<file path="src/rtl/scan_pkg.sv">
package scan_pkg;

  // True while the phase value lies inside the inter-digit blanking window.
  function automatic logic in_blank(input int unsigned phase, input int unsigned blank_len);
    return phase < blank_len;
  endfunction

  // Next digit index with wrap-around after the last position.
  function automatic int unsigned next_index(input int unsigned idx, input int unsigned count);
    return (idx + 1 >= count) ? 0 : idx + 1;
  endfunction

endpackage

</file>
<file path="src/rtl/scan_prescaler.sv">
module scan_prescaler #(
  parameter int unsigned PRESCALE = 64,
  localparam int unsigned PW = $clog2(PRESCALE)
) (
  input  logic          clk,
  input  logic          rst_n,
  input  logic          tick,
  input  logic          clear,
  output logic [PW-1:0] phase,
  output logic          wrap
);

  localparam logic [PW-1:0] LAST = PW'(PRESCALE - 1);

  assign wrap = tick && !clear && (phase == LAST);

  always_ff @(posedge clk or negedge rst_n) begin
    if (!rst_n)      phase <= '0;
    else if (clear)  phase <= '0;
    else if (wrap)   phase <= '0;
    else if (tick)   phase <= phase + 1'b1;
  end


  phase_hold_chk: assert property (@(posedge clk) disable iff (!rst_n)
    (!tick && !clear) |=> $stable(phase));

endmodule

</file>
<file path="src/rtl/scan_digit_counter.sv">
module scan_digit_counter #(
  parameter int unsigned DIGITS = 8,
  localparam int unsigned AW = $clog2(DIGITS)
) (
  input  logic          clk,
  input  logic          rst_n,
  input  logic          step,
  input  logic          clear,
  output logic [AW-1:0] index
);

  import scan_pkg::*;

  always_ff @(posedge clk or negedge rst_n) begin
    if (!rst_n)      index <= '0;
    else if (clear)  index <= '0;
    else if (step)   index <= AW'(next_index(int'(index), DIGITS));
  end


  index_step_chk: assert property (@(posedge clk) disable iff (!rst_n)
    (!step && !clear) |=> $stable(index));


  index_clear_chk: assert property (@(posedge clk) disable iff (!rst_n)
    clear |=> (index == '0));

endmodule

</file>
<file path="src/rtl/scan_output_gate.sv">
module scan_output_gate #(
  parameter int unsigned DIGITS = 8,
  localparam int unsigned AW = $clog2(DIGITS)
) (
  input  logic              clk,
  input  logic              rst_n,
  input  logic [AW-1:0]     index,
  input  logic              dark,
  output logic [DIGITS-1:0] digit_en,
  output logic              seg_en
);

  logic [DIGITS-1:0] decoded;

  for (genvar g = 0; g < DIGITS; g++) begin : g_dec
    assign decoded[g] = (index == AW'(g));
  end

  assign digit_en = dark ? '0 : decoded;
  assign seg_en   = !dark;


  digit_onehot_chk: assert property (@(posedge clk) disable iff (!rst_n)
    $onehot0(digit_en));


  seg_match_chk: assert property (@(posedge clk) disable iff (!rst_n)
    seg_en == (digit_en != '0));

endmodule

</file>
<file path="src/rtl/scan_sequencer.sv">
module scan_sequencer #(
  parameter int unsigned PRESCALE    = 64,
  parameter int unsigned DIGITS      = 8,
  parameter int unsigned BLANK_TICKS = 1,
  localparam int unsigned PW = $clog2(PRESCALE),
  localparam int unsigned AW = $clog2(DIGITS)
) (
  input  logic              clk,
  input  logic              rst_n,
  input  logic              tick,
  input  logic              shutdown,
  input  logic              wr_busy,
  input  logic              full_in,
  output logic [DIGITS-1:0] digit_en,
  output logic [AW-1:0]     rd_addr,
  output logic              seg_en,
  output logic              full_out
);

  import scan_pkg::*;

  logic [PW-1:0] phase;
  logic [AW-1:0] index;
  logic          slot_wrap;
  logic          blanking;
  logic          dark;

  scan_prescaler #(.PRESCALE(PRESCALE)) u_pre (
    .clk(clk), .rst_n(rst_n), .tick(tick), .clear(shutdown),
    .phase(phase), .wrap(slot_wrap)
  );

  scan_digit_counter #(.DIGITS(DIGITS)) u_cnt (
    .clk(clk), .rst_n(rst_n), .step(slot_wrap), .clear(shutdown),
    .index(index)
  );

  assign blanking = in_blank(int'(phase), BLANK_TICKS);
  assign dark     = blanking || wr_busy || shutdown;

  scan_output_gate #(.DIGITS(DIGITS)) u_gate (
    .clk(clk), .rst_n(rst_n), .index(index), .dark(dark),
    .digit_en(digit_en), .seg_en(seg_en)
  );

  assign rd_addr  = index;
  assign full_out = full_in && !shutdown;


  blank_dark_chk: assert property (@(posedge clk) disable iff (!rst_n)
    blanking |-> (digit_en == '0));


  busy_dark_chk: assert property (@(posedge clk) disable iff (!rst_n)
    wr_busy |-> (digit_en == '0 && !seg_en));


  shutdown_clear_chk: assert property (@(posedge clk) disable iff (!rst_n)
    shutdown |=> (phase == '0 && rd_addr == '0));


  full_gate_chk: assert property (@(posedge clk) disable iff (!rst_n)
    shutdown |-> !full_out);


  addr_select_chk: assert property (@(posedge clk) disable iff (!rst_n)
    (digit_en != '0) |-> digit_en[rd_addr]);

endmodule

</file>
<file path="config.mk">
export PLATFORM = sky130hd
export DESIGN_NAME = scan_sequencer
export DESIGN_NICKNAME = d
export VERILOG_FILES = /design/src/rtl/scan_pkg.sv /design/src/rtl/scan_prescaler.sv /design/src/rtl/scan_digit_counter.sv /design/src/rtl/scan_output_gate.sv /design/src/rtl/scan_sequencer.sv
export SDC_FILE = /design/constraint.sdc
export NUM_CORES = 1
export LEC_CHECK = 0
export CAP_MARGIN = 30
export CORE_MARGIN = 2
export CORE_UTILIZATION = 41
export CTS_CLUSTER_DIAMETER = 80
export DETAILED_ROUTE_END_ITERATION = 6
export PLACE_DENSITY = 0.72
export SLEW_MARGIN = 20
export SYNTH_ARGS = -nofsm -noshare
export SYNTH_HDL_FRONTEND = slang
export SYNTH_SLANG_ARGS = --single-unit
</file>
<file path="constraint.sdc">
create_clock -name clk -period 1.3 [get_ports clk]
set_input_delay 0.26 -clock clk [delete_from_list [all_inputs] [get_ports clk]]
set_output_delay 0.26 -clock clk [all_outputs]
set_load 0.03 [all_outputs]
</file>
Word-level counts from Yosys, hierarchy flattened:

Index checks and enable logic that the tools add are counted.

* input port bits: 6
* flip-flop bits (word level): 9
* output and inout bits: 13
* logic and storage cells: 31

* order comparisons: 2
* mux-type cells: 7
* add/subtract/negate cells: 2
* reductions and logical operators: 10
* equal/unequal tests: 8

Operators by type and width (number)
* $mux W6: 3
* $eq A3 B3 Y1 const B: 4
* $mux W3: 3
* $mux W8: 1
* $add A6 B1 Y6 const B: 1
* $eq A3 B2 Y1 const B: 2
* $eq A6 B6 Y1 const B: 1
* $lt A6 B1 Y1 const B: 1
* $add A3 B1 Y4 const B: 1
* $ge A4 B4 Y1 const B: 1
* $eq A3 B1 Y1 const B: 1
* $logic_and A1 B1 Y1: 3
* $logic_not A3 Y1: 1
* $reduce_bool A3 Y1: 1
* $logic_not A1 Y1: 2
* $logic_or A1 B1 Y1: 2
* $reduce_bool A2 Y1: 1

Longest topological paths before layout:

* word-level depth: 5
* depth in mapped cells: 5
* depth with buffers taken out: 5

Cells and area by module:

A second synthesis with hierarchy kept.

* cell total of the unflattened synthesis: 63
* area, all modules: 610.6 um^2

By module, submodules not included
* scan_prescaler: instances 1, sequential area each 150.1 um^2, area each 336.6 um^2, cells each 36
* scan_digit_counter: instances 1, sequential area each 75.1 um^2, area each 160.2 um^2, cells each 13
* scan_output_gate: instances 1, sequential area each 0.0 um^2, area each 87.6 um^2, cells each 10
* scan_sequencer: instances 1, sequential area each 0.0 um^2, area each 26.3 um^2, cells each 4

Least setup slack after synthesis:

Ideal clock, no wire load.

* kind: reg2out
* from: reg u_cnt.index[1]
* to: out digit_en[7]
* data arrival time: 1.932 ns
* data required time: 1.040 ns
* path buffers: 0
* setup slack: -0.892 ns
* cell stages (with the launch flop): 4
* cells stage by stage: dfrtp_1 > ha_1 > ha_1 > nor4b_1

* word-level cells in the longest chain between the ends: 2

RTL lines
* from (decl): RTL line scan_digit_counter.sv:9 `output logic [AW-1:0] index`
* from (signal assigned): RTL line scan_digit_counter.sv:17 `else if (step) index <= AW'(next_index(int'(index), DIGITS));`
* $eq A3 B3 Y1: RTL line scan_output_gate.sv:16 `assign decoded[g] = (index == AW'(g));`
* $mux W8: RTL line scan_output_gate.sv:19 `assign digit_en = dark ? '0 : decoded;`
* to (decl): RTL line scan_sequencer.sv:14 `output logic [DIGITS-1:0] digit_en,`

No other way between the ends.

Final worst setup path:

* from: reg u_pre.phase[0]
* to: out digit_en[5]

* word-level cells in the longest chain between the ends: 4

RTL lines
* from (decl): RTL line scan_prescaler.sv:9 `output logic [PW-1:0] phase,`
* from (signal assigned): RTL line scan_prescaler.sv:21 `else if (tick) phase <= phase + 1'b1;`
* $lt A6 B1 Y1: RTL line scan_pkg.sv:5 `return phase < blank_len;`
* $logic_or A1 B1 Y1 (2 in series): RTL line scan_sequencer.sv:39 `assign dark = blanking || wr_busy || shutdown;`
* $mux W8: RTL line scan_output_gate.sv:19

No other way between the ends.

==> flow_metrics.tcl <==
set metrics [dict create \
    syn_nets 90 \
    setup_viol_count_final 9 \
    synthFlopType "dfrtp_1" \
    path_cells "inv_2 > ha_4 > nand2b_4 > nor4_4 > buf_12 > nor4_2 > buf_4" \
    max_stage_delay_ns 0.36 \
    synth-seq-cells 9 \
    leakagePower_nw 0.504 \
    clk_latency_ns 0.25 \
    placed_area_mm2 0.00111 \
    fin_cells 132 \
    avgSynthCellArea_um2 9.05 \
    seqCellArea_um2 229 \
    fmax_ghz 0.559 \
    antenna_cells 0 \
    cp_slowest_cell "dfrtp_1" \
    multi_input_area_um2 604 \
    finClkSkew_ns 0.000465 \
    cp.required_ns 1.04 \
    hold_violations 0 \
    grt_max_degree 12 \
    die_area_mm2 0.00202 \
    via_per_inst 5.43 \
    place_inst 127 \
    antenna_found_initial 0 \
    wirelength_um 1840 \
    final_cell_mix "28 x buf_4, 6 x dfrtp_1, 5 x nor2_1" \
    num_rows 14 \
    postSynth.asyncResetShare 1.00 \
    cts_buffer_depth 2 \
    finalCritPeriodShare 1.38 \
    drc_errors 0 \
    period_needed_ns 1.79 \
    fin_hold_ws_ns 0.300 \
    first_global_vias 696 \
    rsz0062_at_grt "true" \
    grt_pass1_wl_um 3030 \
    cap_viol_max_count 0 \
    n_fill_cell 96 \
    ant_nets 0 \
    hpwl_um 1460 \
    root_buffer "clkbuf_4" \
    die_y_um 45.0 \
    clock_sinks 9 \
    worst_pin_slew_ns 0.388 \
    p_per_area_mw_per_mm2 591 \
    yosysWarnings 0 \
    relSlewSlack 0.741 \
    mostFrequentLayoutCell "buf_4" \
    irDropWorstVdd_mv 1.05 \
    numCtsBuffers 3 \
    netlist_instances 76 \
    hold_path.class "primary input to async pin" \
    setup_slack_ns -0.489 \
    start_util 0.446 \
    finalMaxSlewViolations 0 \
    critPathMaxFanout 9 \
    outcome "complete, but fails checks" \
    grt_use_total 0.204 \
    portBuffers 18 \
    grt_overflow 0 \
    drt-initial-drc-count 15 \
    clkSlewWorstSetupHoldPaths_ns 0.06 \
    worstSetupPathType "flip-flop to primary output" \
    area_growth_pct 80.4 \
    ys_seq_area_frac 0.327 \
    ys_types 30 \
    synth_area_um2 688 \
    h-tree-depth 1 \
    r2r_cells 5 \
    finalSetupTns_ns -4.22 \
    vias 717 \
    core_mm2 0.00154 \
    synth_edf_count 0 \
    drtPass1Iterations 4 \
    r2r_slack_ns 0 \
    nets 131 \
    die_w_um 45.0 \
    worstPathArrival_ns 1.53 \
    cp-end-kind "primary output" \
    violations "negative setup slack" \
    gp_congestion 0.956 \
    routedWlPerCell_um 13.9 \
    dp_slack_ns -0.391 \
    drive_gt1_frac 0.543 \
    cts_tree "built" \
    io_pins 19 \
    stdcell_area_mm2 0.00124 \
    startpoint_type "flip-flop" \
]
-- layer usage --
layer	share of wire	track usage	vias up
li1	-	-	356
met1	0.42	0.251	339
met2	0.52	0.366	20
met3	0.055	0.0400	2
met4	0.0044	0.0412	0
met5	0	0	-
-- worst max-delay path, delay by kind of cell, from the launching register on --
kind          cells  cell delay [ns]
buf+inv           3             0.42
fa+ha+maj         1             0.16
flops             1             0.36
simple gates      3             0.34
-- cell usage after synthesis, types with 2 or more instances --
master / instances / area share
inv_1: 5 / 0.027
nand4_1: 2 / 0.018
ha_1: 8 / 0.15
nand2b_1: 4 / 0.036
nor2_1: 5 / 0.027
nand3_1: 4 / 0.029
a21oi_1: 3 / 0.022
xor2_1: 3 / 0.038
o21ai_0: 3 / 0.022
nor4_1: 4 / 0.036
nor4b_1: 2 / 0.025
nand2_1: 4 / 0.022
dfrtp_1: 9 / 0.33
nor3_1: 4 / 0.029
-- cell families after synthesis --
group | after synthesis | synth area share
AOI/OAI and AO/OA | 11 | 0.100
xor gates and xnor gates | 3 | 0.0382
adders and majority gates | 8 | 0.145
buffers and inverters | 8 | 0.0454
DFF | 9 | 0.327
muxes | 1 | 0.0145
and+or+nand+nor | 36 | 0.329
-- sequential cells by signal, summed over array words and instances (netlist names) --
name and cells:
u_cnt.index 3, u_pre.phase 6
-- layout make-up --
| class | count | area share |
|---|---|---|
| sequential | 9 | 0.184 |
| multi-input combinational | 59 | 0.487 |
| inverter | 5 | 0.0151 |
| timing repair buffer | 39 | 0.276 |
| tap | 16 | 0.0161 |
| clock buffer | 4 | 0.0212 |
-- power by group --
part,internal (mW),switching (mW)
logic,0.105,0.128
clock network,0.118,0.0871
registers,0.288,0.00702
-- stage by stage --
step / util / total power, mW
3_5_place_dp: 0.723 / 0.499
2_1_floorplan: - / 0.394
5_1_grt: 0.805 / 0.776
6_report: 0.805 / 0.733
4_1_cts: 0.761 / 0.720
3_3_place_gp: 0.723 / 0.494
-- path summary, 6_finish.rpt --
path                                   to            from
setup / recovery              digit_en[5]  u_pre.phase[0]
hold / removal             u_pre.phase[0]           rst_n
setup reg to reg           u_pre.phase[5]  u_pre.phase[2]
hold reg to reg            u_cnt.index[0]  u_cnt.index[0]
max in group asynchronous  u_cnt.index[1]           rst_n
min in group clk           u_pre.phase[0]            tick
-- what timing repair did --
item | 4_1_cts | 5_1_grt
hold endpoints to repair | 0 | 0
resized for setup | 8 | 13
pin swaps | 0 | 2
hold buffers | 0 | 0
endpoints found under the setup margin | 12 | 17
setup buffers | 0 | 1
No activity file was read; power rests on OpenSTA's default activity.
